**config.mk**
```make
export PLATFORM = sky130hd
export DESIGN_NAME = trilevel_pd
export DESIGN_NICKNAME = d
export VERILOG_FILES = /design/src/rtl/trilevel_pd_pkg.sv /design/src/rtl/pd_binary_decide.sv /design/src/rtl/pd_ternary_decide.sv /design/src/rtl/pd_thr_reg.sv /design/src/rtl/pd_vote_reg.sv /design/src/rtl/trilevel_pd.sv
export SDC_FILE = /design/constraint.sdc
export NUM_CORES = 1
export LEC_CHECK = 0
export ABC_CLOCK_PERIOD_IN_PS = 3320
export BUFFER_PORTS_ARGS = -buffer_cell sky130_fd_sc_hd__buf_2
export CAP_MARGIN = 10
export CORE_MARGIN = 10
export CORE_UTILIZATION = 31
export DETAILED_ROUTE_END_ITERATION = 6
export SYNTH_ARGS = -nofsm -noshare
export SYNTH_HDL_FRONTEND = slang
export SYNTH_SLANG_ARGS = --single-unit
```
**constraint.sdc**
```tcl
create_clock -name clk -period 3.32 [get_ports clk]
set_clock_uncertainty 0.05 [all_clocks]
set_input_delay 0.664 -clock clk [delete_from_list [all_inputs] [get_ports clk]]
set_output_delay 0.664 -clock clk [all_outputs]
set_load 0.005 [all_outputs]
```
**src/rtl/trilevel_pd_pkg.sv**
```systemverilog
package trilevel_pd_pkg;

   typedef enum logic [1:0] {
      LVL_NEG = 2'b00,
      LVL_MID = 2'b01,
      LVL_POS = 2'b10,
      LVL_BAD = 2'b11
   } lvl_code_e;

   typedef struct packed {
      logic early;
      logic late;
   } pd_vote_t;

endpackage

```
**src/rtl/pd_binary_decide.sv**
```systemverilog
module pd_binary_decide
   import trilevel_pd_pkg::*;
#(
   parameter int EDGE_W = 8
) (
   input  logic                     prev_bit,
   input  logic                     curr_bit,
   input  logic signed [EDGE_W-1:0] edge_smp,
   output pd_vote_t                 vote
);

   logic edge_bit;

   // positive and nonzero resolves to +1; zero counts as the low side
   assign edge_bit = !edge_smp[EDGE_W-1] && (edge_smp != '0);

   always_comb begin
      vote = '0;
      if (prev_bit != curr_bit) begin
         vote.late  = (edge_bit == curr_bit);
         vote.early = (edge_bit == prev_bit);
      end
   end

endmodule

```
**src/rtl/pd_ternary_decide.sv**
```systemverilog
module pd_ternary_decide
   import trilevel_pd_pkg::*;
#(
   parameter int EDGE_W = 8
) (
   input  logic [1:0]               prev_code,
   input  logic [1:0]               curr_code,
   input  logic signed [EDGE_W-1:0] edge_smp,
   input  logic [EDGE_W-2:0]        thr,
   output pd_vote_t                 vote
);

   // one extra bit so that -thr and the sample share a range
   localparam int CW = EDGE_W + 1;

   logic signed [CW-1:0] edge_x;
   logic signed [CW-1:0] thr_pos;
   logic signed [CW-1:0] thr_neg;
   logic signed [CW-1:0] ref_lvl;
   logic                 usable;
   logic                 has_neg;
   logic                 has_pos;
   logic                 rising;
   logic                 above;

   assign edge_x  = {edge_smp[EDGE_W-1], edge_smp};
   assign thr_pos = {2'b00, thr};
   assign thr_neg = -thr_pos;

   assign usable  = (prev_code != LVL_BAD) && (curr_code != LVL_BAD) &&
                    (prev_code != curr_code);
   assign has_neg = (prev_code == LVL_NEG) || (curr_code == LVL_NEG);
   assign has_pos = (prev_code == LVL_POS) || (curr_code == LVL_POS);
   assign rising  = curr_code > prev_code;

   always_comb begin
      if (has_neg && has_pos)
         ref_lvl = '0;
      else if (has_neg)
         ref_lvl = thr_neg;
      else
         ref_lvl = thr_pos;
   end

   // equality falls on the low side
   assign above = edge_x > ref_lvl;

   always_comb begin
      vote = '0;
      if (usable) begin
         vote.late  = rising ? above : !above;
         vote.early = rising ? !above : above;
      end
   end

endmodule

```
**src/rtl/pd_thr_reg.sv**
```systemverilog
module pd_thr_reg #(
   parameter int TW      = 7,
   parameter int RST_VAL = 32
) (
   input  logic          clk,
   input  logic          rst_n,
   input  logic          we,
   input  logic [TW-1:0] wdata,
   output logic [TW-1:0] thr_q
);

   always_ff @(posedge clk) begin
      if (!rst_n)
         thr_q <= TW'(RST_VAL);
      else if (we)
         thr_q <= wdata;
   end

   assert_thr_load_R10: assert property (@(posedge clk) disable iff (!rst_n)
      we |=> thr_q == $past(wdata));

   assert_thr_hold_R10: assert property (@(posedge clk) disable iff (!rst_n)
      !we && $past(rst_n) |=> $stable(thr_q));

endmodule

```
**src/rtl/pd_vote_reg.sv**
```systemverilog
module pd_vote_reg
   import trilevel_pd_pkg::*;
(
   input  logic     clk,
   input  logic     rst_n,
   input  logic     strobe,
   input  pd_vote_t vote_in,
   output logic     early,
   output logic     late
);

   always_ff @(posedge clk) begin
      if (!rst_n) begin
         early <= 1'b0;
         late  <= 1'b0;
      end else if (strobe) begin
         early <= vote_in.early;
         late  <= vote_in.late;
      end else begin
         early <= 1'b0;
         late  <= 1'b0;
      end
   end

   assert_quiet_R2: assert property (@(posedge clk) disable iff (!rst_n)
      !strobe |=> !early && !late);

   assert_excl_R3: assert property (@(posedge clk) disable iff (!rst_n)
      !(early && late));

endmodule

```
**src/rtl/trilevel_pd.sv**
```systemverilog
module trilevel_pd
   import trilevel_pd_pkg::*;
#(
   parameter int EDGE_W     = 8,
   parameter int TH_RESET   = 32,
   parameter bit TERNARY_EN = 1'b1
) (
   input  logic                     clk,
   input  logic                     rst_n,
   input  logic                     sym_valid,
   input  logic                     mode_tri,
   input  logic [1:0]               prev_dec,
   input  logic [1:0]               curr_dec,
   input  logic signed [EDGE_W-1:0] edge_smp,
   input  logic                     thr_we,
   input  logic [EDGE_W-2:0]        thr_wdata,
   output logic                     early,
   output logic                     late
);

   localparam int TW     = EDGE_W - 1;
   localparam int TH_MAX = (1 << TW) - 1;

   if (EDGE_W < 4 || EDGE_W > 16) begin : g_bad_width
      $error("trilevel_pd: EDGE_W must lie in 4..16");
   end
   if (TH_RESET < 0 || TH_RESET > TH_MAX) begin : g_bad_thr
      $error("trilevel_pd: TH_RESET does not fit in EDGE_W-1 bits");
   end

   logic [TW-1:0] thr_q;
   pd_vote_t      vote_bin;
   pd_vote_t      vote_sel;

   pd_thr_reg #(.TW(TW), .RST_VAL(TH_RESET)) u_thr (
      .clk   (clk),
      .rst_n (rst_n),
      .we    (thr_we),
      .wdata (thr_wdata),
      .thr_q (thr_q)
   );

   pd_binary_decide #(.EDGE_W(EDGE_W)) u_bin (
      .prev_bit (prev_dec[0]),
      .curr_bit (curr_dec[0]),
      .edge_smp (edge_smp),
      .vote     (vote_bin)
   );

   if (TERNARY_EN) begin : g_tri
      pd_vote_t vote_tri;

      pd_ternary_decide #(.EDGE_W(EDGE_W)) u_tri (
         .prev_code (prev_dec),
         .curr_code (curr_dec),
         .edge_smp  (edge_smp),
         .thr       (thr_q),
         .vote      (vote_tri)
      );

      assign vote_sel = mode_tri ? vote_tri : vote_bin;

      assert_tri_flat_R6: assert property (@(posedge clk) disable iff (!rst_n)
         sym_valid && mode_tri &&
         (prev_dec == curr_dec || prev_dec == LVL_BAD || curr_dec == LVL_BAD)
         |=> !early && !late);

      assert_tri_swing_R7: assert property (@(posedge clk) disable iff (!rst_n)
         sym_valid && mode_tri && prev_dec == LVL_NEG && curr_dec == LVL_POS
         && edge_smp == '0 |=> early && !late);
   end else begin : g_bin_only
      logic unused_mode;
      assign unused_mode = mode_tri ^ ^thr_q ^ prev_dec[1] ^ curr_dec[1];
      assign vote_sel    = vote_bin;
   end

   pd_vote_reg u_out (
      .clk     (clk),
      .rst_n   (rst_n),
      .strobe  (sym_valid),
      .vote_in (vote_sel),
      .early   (early),
      .late    (late)
   );

   assert_bin_flat_R4: assert property (@(posedge clk) disable iff (!rst_n)
      sym_valid && !mode_tri && prev_dec[0] == curr_dec[0] |=> !early && !late);

   assert_bin_active_R5: assert property (@(posedge clk) disable iff (!rst_n)
      sym_valid && !mode_tri && prev_dec[0] != curr_dec[0]
      |=> $countones({early, late}) == 1);

endmodule

```
==> results of run 1 <==
## sequential cells by signal (all words and copies together) (netlist names)
name         flops
u_out.early      1
u_out.late       1
u_thr.thr_q      7
## worst max-delay path: cells and delay by family
family / cells / cell delay [ns]
AO/OA/AOI/OAI: 4 / 0.79
XOR/XNOR: 1 / 0.16
AND/OR/NAND/NOR: 4 / 0.73
adder cells (fa/ha/maj): 1 / 0.29
buffers and inverters: 1 / 0.14
## power by group through the flow
stage | combinational (mW) | sequential (mW) | clock (mW)
finish | 0.131 | 0.120 | 0.0895
CTS | 0.133 | 0.120 | 0.0928
detailed placement | 0.132 | 0.123 | 0
global placement | 0.125 | 0.123 | 0
floorplan | 0.0918 | 0.121 | 0
global route | 0.151 | 0.122 | 0.0978
## final cells by class
type	count	area (um2)	area share (%)
Clock inverter	1	5.005	0.4689
Timing Repair Buffer	25	125.1	11.72
Inverter	6	22.52	2.110
Multi-Input combinational cell	98	673.1	63.07
Clock buffer	3	22.52	2.110
Sequential cell	9	180.2	16.88
Tap cell	31	38.79	3.634
## routing by layer
metal | up-vias | wire, um | track usage, %
li1 | 466 | - | -
met1 | 398 | 984 | 9.056
met2 | 20 | 1067 | 14.68
met3 | 2 | 185 | 4.576
met4 | 0 | 7 | 0.6211
met5 | - | 0 | 0
## per-stage QoR
stage | hold slack, ns | std cells | utilization (%) | worst slack (ns)
finish | 0.5037 | 173 | 38.70 | 0.6501
global route | 0.5548 | 173 | 38.70 | 0.4256
CTS | 0.5128 | 173 | 38.70 | 0.6506
detailed placement | 0.5017 | 169 | 37.70 | 0.3663
global placement | 0.4892 | 169 | 37.70 | 0.4684
floorplan | 0.4533 | 116 | - | 0.6276
## synth_stat cells (all sizes together) (2+ instances only)
cell type  instances  share of area (%)
o31ai              2                1.7
o21ai              7                3.9
inv                6                2.5
a21oi              6                3.4
nand3              5                2.8
nor2               7                3.0
mux2i              7                7.9
nor4               2                1.4
nor2b              8                5.6
ha                12                 17
nand4              2                1.4
or3                3                2.7
xnor2              7                6.9
clkbuf             3                1.3
and2               2                1.4
o22ai              2                1.4
dfxtp              9                 20
nand2             16                6.8
## logic make-up (layout without fill, tap and decap cells)
kind of cell	after synthesis	after routing
multiplexers	7	7
AO/OA/AOI/OAI	24	24
AND/OR/NAND/NOR	47	47
flip-flops	9	9
XOR/XNOR	8	8
buffers and inverters	9	35
adder cells (fa/ha/maj)	12	12
## cell usage in the layout, fill, tap and decap left out, drive strengths merged
| master | netlist | final |
|---|---|---|
| nor2 | 7 | 7 |
| o211ai | 1 | 1 |
| inv | 6 | 6 |
| o21a | 1 | 1 |
| a31o | 1 | 1 |
| clkbuf | 3 | 3 |
| a21boi | 1 | 1 |
| o211a | 1 | 1 |
| clkinv | 0 | 1 |
| dfxtp | 9 | 9 |
| nand3 | 5 | 5 |
| xor2 | 1 | 1 |
| nand2 | 16 | 16 |
| a31oi | 1 | 1 |
| xnor2 | 7 | 7 |
| o22ai | 2 | 2 |
| nor3b | 1 | 1 |
| o31ai | 2 | 2 |
| ha | 12 | 12 |
| o21ai | 7 | 7 |
| or3 | 3 | 3 |
| mux2i | 7 | 7 |
| nor2b | 8 | 8 |
| a22oi | 1 | 1 |
| and2 | 2 | 2 |
| buf | 0 | 25 |
| nor3 | 1 | 1 |
| nand4 | 2 | 2 |
| nor4 | 2 | 2 |
| a21oi | 6 | 6 |
## path summary, 6_finish.rpt
| kind | cells past startpoint | to | from | slack, ns |
|---|---|---|---|---|
| max | 11 | u_out.late | prev_dec[0] | 0.65 |
| min | 2 | u_thr.thr_q[6] | u_thr.thr_q[6] | 0.50 |
| max reg2reg | 12 | u_out.late | u_thr.thr_q[1] | 0.75 |
| min reg2reg | 2 | u_thr.thr_q[6] | u_thr.thr_q[6] | 0.50 |
==> load_flow_metrics.sql, run 1 <==
INSERT INTO impl_metrics (metric_group, metric, value, unit) VALUES
('power_and_ir_drop', 'power.switching_fraction', '35.54', '%'),
('detailed_routing', 'drt-total-wl', '2244', 'um'),
('setup_path', 'critPathKind', 'input pin to flip-flop', ''),
('grt', 'largest_net_degree_at_the_start_of_global_routing', '9', ''),
('setup_path', 'start_kind', 'input pin', ''),
('clock_tree', 'resized_cells_post_cts', '0', ''),
('die', 'floorplan.die_area', '5402', 'um2'),
('yosys', 'synth_xor_area_share', '7.898', '%'),
('setup_path', 'critPathMaxFanout', '8', ''),
('yosys', 'synthesis.yosys.warnings', '0', ''),
('yosys', 'simple_gate_fraction_of_synth_area', '26.52', '%'),
('die', 'design.portCount', '26', ''),
('yosys', 'compound_gate_fraction_of_synth_area', '16.64', '%'),
('yosys', 'synthCells', '116', ''),
('die', 'rows', '19', ''),
('grt', 'grt-ovfl-total', '0', ''),
('setup_path', 'critical_path.cell_chain', 'buf_2, o22ai_1, o31ai_1, xnor2_1, nand2_1, ha_1, nand4_1, or3_4, a31o_1, o21ai_1, nand3_1', ''),
('yosys', 'dominant_combinational_cell_family_by_area_after_synthesis', 'simple AND/OR/NAND/NOR gates', ''),
('power_and_ir_drop', 'finalPower', '0.3405', 'mW'),
('clock_tree', 'cts.sinks', '9', ''),
('detailed_routing', 'drt_first_pass_iters', '4', ''),
('timing', 'min_period_over_period', '80.42', '%'),
('finish', 'layout-drive-gt1-share', '21.13', '%'),
('setup_path', 'cp-end-kind', 'flip-flop', ''),
('clock_tree', 'setup_fix_bufs_post_cts', '0', ''),
('power_and_ir_drop', 'seq_power_share', '35.3', '%'),
('grt', 'grt_pass1_vias', '925', ''),
('die', 'die_outline_height', '73.50', 'um'),
('timing', 'period_needed', '2.670', 'ns'),
('power_and_ir_drop', 'total_switching_power', '0.1210', 'mW'),
('setup_path', 'arrival', '2.77', 'ns'),
('yosys', 'dominantRegCellSynth', 'sky130_fd_sc_hd__dfxtp_1', ''),
('timing', 'report.final.slew_viol_count', '0', ''),
('finish', 'n_antenna_cell', '0', ''),
('clock_tree', 'worstSkewPairLatency', '0.27', 'ns'),
('die', 'fp.dieW', '73.50', 'um'),
('status', 'run_status', 'finished clean', ''),
('finish', 'design_area_final', '1067', 'um2'),
('detailed_routing', 'first_iteration_detailed_routing_drc_count', '25', ''),
('power_and_ir_drop', 'clock_power_share', '26.3', '%'),
('grt', 'grt_first_pass_wirelength', '3774', 'um'),
('yosys', 'synth.mux.area_fraction', '7.898', '%'),
('yosys', 'yosysSeqAreaShare', '20.31', '%'),
('setup_path', 'worst-endpoint-required', '3.42', 'ns'),
('timing', 'hold_violations', '0', ''),
('timing', 'max_clock_freq', '374.5', 'MHz'),
('finish', 'final.fill_count', '292', ''),
('grt', 'antenna_found_initial', '0', ''),
('yosys', 'post_synth_fa_ha_maj_area_fraction', '16.93', '%'),
('clock_tree', 'tritoncts', 'done', ''),
('placement', 'port_buffers', '25', ''),
('run', 'maxCapViolCount', '0', ''),
('detailed_routing', 'final_antenna_net_count', '0', ''),
('placement', 'gp_congestion', '0.7300', ''),
('timing', 'final_setup_tns', '0', 'ns'),
('yosys', 'edff_count_synth', '0', ''),
('yosys', 'postSynthNetCount', '152', ''),
('timing', 'rsz_0062_raised_after_global_routing', 'no', ''),
('yosys', 'synth_area', '887.1', 'um2'),
('yosys', 'postSynth.asyncResetShare', '0', '%'),
('detailed_routing', 'num_vias', '886', ''),
('detailed_routing', 'drc_errors', '0', ''),
('hold_path', 'hp-class', 'flip-flop to flip-flop', ''),
('power_and_ir_drop', 'combinationalPowerShare', '38.4', '%'),
('setup_path', 'critical_path.slowest_cell', 'sky130_fd_sc_hd__or3_4', ''),
('detailed_routing', 'post_drt_wl_per_cell', '12.97', 'um'),
('clock_tree', 'cts_max_path_buffers', '2', ''),
('timing', 'worst-slew-pin-transition', '0.4159', 'ns'),
('clock_tree', 'cts.reportedPaths.clkPinSlew', '0.07', 'ns'),
('finish', 'area_growth_from_synthesis_to_final_layout', '20.31', '%'),
('yosys', 'ys_ff_latch', '9', '');
Note: power is estimated with default switching activity, not from simulation.
==> run 2, diff against run 1 <==
--- a/config.mk
+++ b/config.mk
@@ -5,7 +5,7 @@
 export SDC_FILE = /design/constraint.sdc
 export NUM_CORES = 1
 export LEC_CHECK = 0
-export ABC_CLOCK_PERIOD_IN_PS = 3320
+export ABC_CLOCK_PERIOD_IN_PS = 2700
 export BUFFER_PORTS_ARGS = -buffer_cell sky130_fd_sc_hd__buf_2
 export CAP_MARGIN = 10
 export CORE_MARGIN = 10
==> constraint.sdc (replaced) <==
create_clock -name clk -period 2.7 [get_ports clk]
set_clock_uncertainty 0.05 [all_clocks]
set_input_delay 0.54 -clock clk [delete_from_list [all_inputs] [get_ports clk]]
set_output_delay 0.54 -clock clk [all_outputs]
set_load 0.005 [all_outputs]
==> run 2 against run 1 <==
  * Count of clock-buffer cells in the layout is the same
  * Routed wire length up 6.1%
  * Non-clock buffer count up 4
  * Sequential share of layout area down 0.53 points
  * Register-to-register slack got worse by 0.62 ns
  * Power increased by 28%
  * Die area stayed put
  * Largest cell class unchanged
==> load_flow_metrics.sql, run 2 (synthesis results as in run 1) <==
INSERT INTO impl_metrics (metric_group, metric, value, unit) VALUES
('die', 'die_outline_height', '73.50', 'um'),
('detailed_routing', 'post_drt_via_cell_ratio', '5.000', ''),
('finish', 'instances_no_fill', '177', ''),
('setup_path', 'critPathMaxFanout', '4', ''),
('timing', 'report.final.slew_viol_count', '0', ''),
('clock_tree', 'root_buffer', 'sky130_fd_sc_hd__clkbuf_4', ''),
('timing', 'max_clock_freq', '389.7', 'MHz'),
('timing', 'finalSetupViolCount', '0', ''),
('setup_path', 'cp-end-kind', 'flip-flop', ''),
('setup_path', 'reg2reg_to', 'u_out.early', ''),
('power_and_ir_drop', 'finalPower', '0.4342', 'mW'),
('clock_tree', 'cts.sinks', '9', ''),
('grt', 'antenna_found_initial', '0', ''),
('placement', 'gp_congestion', '0.7476', ''),
('detailed_routing', 'drt-total-wl', '2382', 'um'),
('timing', 'finalHoldWorstSlack', '0.4458', 'ns'),
('grt', 'grt_first_pass_wirelength', '3663', 'um'),
('timing', 'hold_violations', '0', ''),
('hold_path', 'hp-class', 'input pin to flip-flop', ''),
('setup_path', 'arrival', '2.66', 'ns'),
('detailed_routing', 'final_antenna_net_count', '0', ''),
('finish', 'regMostFlops', 'u_thr.thr_q', ''),
('finish', 'reg.largest.list', 'u_thr.thr_q x7, u_out.early x1, u_out.late x1', ''),
('die', 'design.portCount', '26', ''),
('timing', 'min_period_over_period', '95.05', '%'),
('timing', 'maxSlewHeadroom', '77.88', '%'),
('clock_tree', 'holdBufCountCts', '0', ''),
('grt', 'gr-usage-all-layers', '8.198', '%'),
('detailed_routing', 'num_vias', '885', ''),
('die', 'floorplan.core_area', '2758', 'um2'),
('placement', 'detailed_place.area', '1070', 'um2'),
('hold_path', 'count_of_cells_along_the_worst_hold_path', '2', ''),
('grt', 'largest_net_degree_at_the_start_of_global_routing', '9', ''),
('finish', 'n_antenna_cell', '0', ''),
('grt', 'grt_pass1_vias', '892', ''),
('clock_tree', 'cts_max_path_buffers', '2', ''),
('power_and_ir_drop', 'power_density', '388.6', 'nW/um2'),
('setup_path', 'worstRegToRegCells', '12', ''),
('grt', 'grt-ovfl-total', '0', ''),
('clock_tree', 'worstSkewPairLatency', '0.26', 'ns'),
('finish', 'layout_common_cells', 'sky130_fd_sc_hd__buf_2 (25), sky130_fd_sc_hd__nand2_1 (16), sky130_fd_sc_hd__ha_1 (12)', ''),
('setup_path', 'critPathKind', 'flip-flop to flip-flop', ''),
('placement', 'port_buffers', '25', ''),
('clock_tree', 'setup_fix_bufs_post_cts', '0', ''),
('finish', 'area_growth_from_synthesis_to_final_layout', '25.95', '%'),
('detailed_routing', 'post_drt_wl_per_cell', '13.46', 'um'),
('setup_path', 'timing.rr.start', 'u_thr.thr_q[1]', ''),
('placement', 'dpl.hpwl', '2056', 'um'),
('clock_tree', 'tritoncts', 'done', ''),
('hold_path', 'hp-start', 'rst_n', ''),
('clock_tree', 'resized_cells_post_cts', '0', ''),
('setup_path', 'worst-endpoint-required', '2.80', 'ns'),
('setup_path', 'setup.reg_to_reg.worst_slack', '0.13', 'ns'),
('setup_path', 'start_kind', 'flip-flop', ''),
('placement', 'dpl.cell_count', '173', ''),
('power_and_ir_drop', 'cellLeakagePower', '0.5336', 'nW'),
('hold_path', 'min_delay_worst_endpoint', 'u_thr.thr_q[5]', ''),
('die', 'floorplan.die_area', '5402', 'um2'),
('status', 'run_status', 'finished clean', ''),
('finish', 'final.fill_count', '300', ''),
('clock_tree', 'cts_htree_levels', '1', ''),
('finish', 'largest_reg_flops', '7', ''),
('power_and_ir_drop', 'worst_ir_drop_vdd', '0.0002665', 'V'),
('finish', 'layout_commonest_cell', 'sky130_fd_sc_hd__buf_2', ''),
('finish', 'design_area_final', '1117', 'um2'),
('detailed_routing', 'drc_errors', '0', ''),
('clock_tree', 'cts_inserted_buffers', '3', ''),
('die', 'fp.dieW', '73.50', 'um'),
('finish', 'final_nets', '183', ''),
('die', 'starting_density', '32.17', '%'),
('die', 'rows', '19', ''),
('timing', 'worst-slew-pin-transition', '0.3290', 'ns'),
('timing', 'period_needed', '2.566', 'ns'),
('detailed_routing', 'drt_first_pass_iters', '4', ''),
('finish', 'layout-drive-gt1-share', '26.71', '%'),
('clock_tree', 'cts.reportedPaths.clkPinSlew', '0.07', 'ns'),
('placement', 'place_ws', '-0.1318', 'ns'),
('timing', 'finalWorstSetupSlack', '0.1337', 'ns'),
('run', 'maxCapViolCount', '0', ''),
('detailed_routing', 'first_iteration_detailed_routing_drc_count', '34', '');
run 2: cell types whose count changed in the layout (fill, tap and decap cells not counted):
| cell | previous run | this run |
|---|---|---|
| sky130_fd_sc_hd__nor4_2 | 0 | 1 |
| sky130_fd_sc_hd__o22ai_1 | 2 | 1 |
| sky130_fd_sc_hd__o31ai_2 | 0 | 1 |
| sky130_fd_sc_hd__nor4_1 | 2 | 1 |
| sky130_fd_sc_hd__dfxtp_1 | 9 | 7 |
| sky130_fd_sc_hd__o22ai_2 | 0 | 1 |
| sky130_fd_sc_hd__o31ai_1 | 2 | 1 |
| sky130_fd_sc_hd__buf_4 | 0 | 4 |
| sky130_fd_sc_hd__dfxtp_2 | 0 | 2 |
run 2: final cells by class:
cell class / instances / area (um2) / share of cell area (%)
Multi-Input combinational cell: 98 / 690.7 / 61.81
Sequential cell: 9 / 182.7 / 16.35
Clock inverter: 1 / 5.005 / 0.4479
Tap cell: 31 / 38.79 / 3.471
Timing Repair Buffer: 29 / 155.1 / 13.89
Clock buffer: 3 / 22.52 / 2.016
Inverter: 6 / 22.52 / 2.016
run 2: worst max-delay path by stage:
stage	slack [ns]	to	from
after global placement	-0.02	u_out.early	prev_dec[1]
final	0.13	u_out.early	u_thr.thr_q[1]
after detailed placement	-0.13	u_out.early	prev_dec[1]
after CTS	0.13	u_out.early	u_thr.thr_q[0]
after floorplan	0.13	u_out.early	curr_dec[0]
after global routing	-0.02	u_out.early	u_thr.thr_q[1]
run 2: power breakdown:
| part | total [mW] | leakage, nW | internal, mW | switching (mW) |
|---|---|---|---|---|
| registers | 0.149 | 0.0748 | 0.141 | 0.00755 |
| clock network | 0.108 | 0.0177 | 0.0546 | 0.0537 |
| logic | 0.177 | 0.441 | 0.0843 | 0.0930 |
| total | 0.434 | 0.534 | 0.280 | 0.154 |
run 2: worst max-delay path, cell delays in order (launching register included):
cell                      delay [ns]
sky130_fd_sc_hd__dfxtp_2        0.36
sky130_fd_sc_hd__inv_1          0.06
sky130_fd_sc_hd__ha_1           0.19
sky130_fd_sc_hd__nand2_1        0.12
sky130_fd_sc_hd__nand2_1        0.08
sky130_fd_sc_hd__xnor2_1        0.15
sky130_fd_sc_hd__nand2_1        0.08
sky130_fd_sc_hd__ha_1           0.30
sky130_fd_sc_hd__nand4_1        0.17
sky130_fd_sc_hd__or3_4          0.45
sky130_fd_sc_hd__a31o_1         0.23
sky130_fd_sc_hd__o21ai_1        0.13
sky130_fd_sc_hd__nand3_1        0.09
run 2: per-stage QoR:
step	TNS (ns)	utilization (%)
3_5_place_dp	-0.2249	38.79
4_1_cts	0	39.79
3_3_place_gp	-0.04512	38.79
2_1_floorplan	0	-
6_report	0	40.52
5_1_grt	-0.03483	40.52
run 2: metal layers:
metal | share of wire (%) | track usage, %
met5 | 0 | 0
met1 | 45 | 9.056
met4 | 0.59 | 1.242
met3 | 7.0 | 4.038
met2 | 48 | 14.02
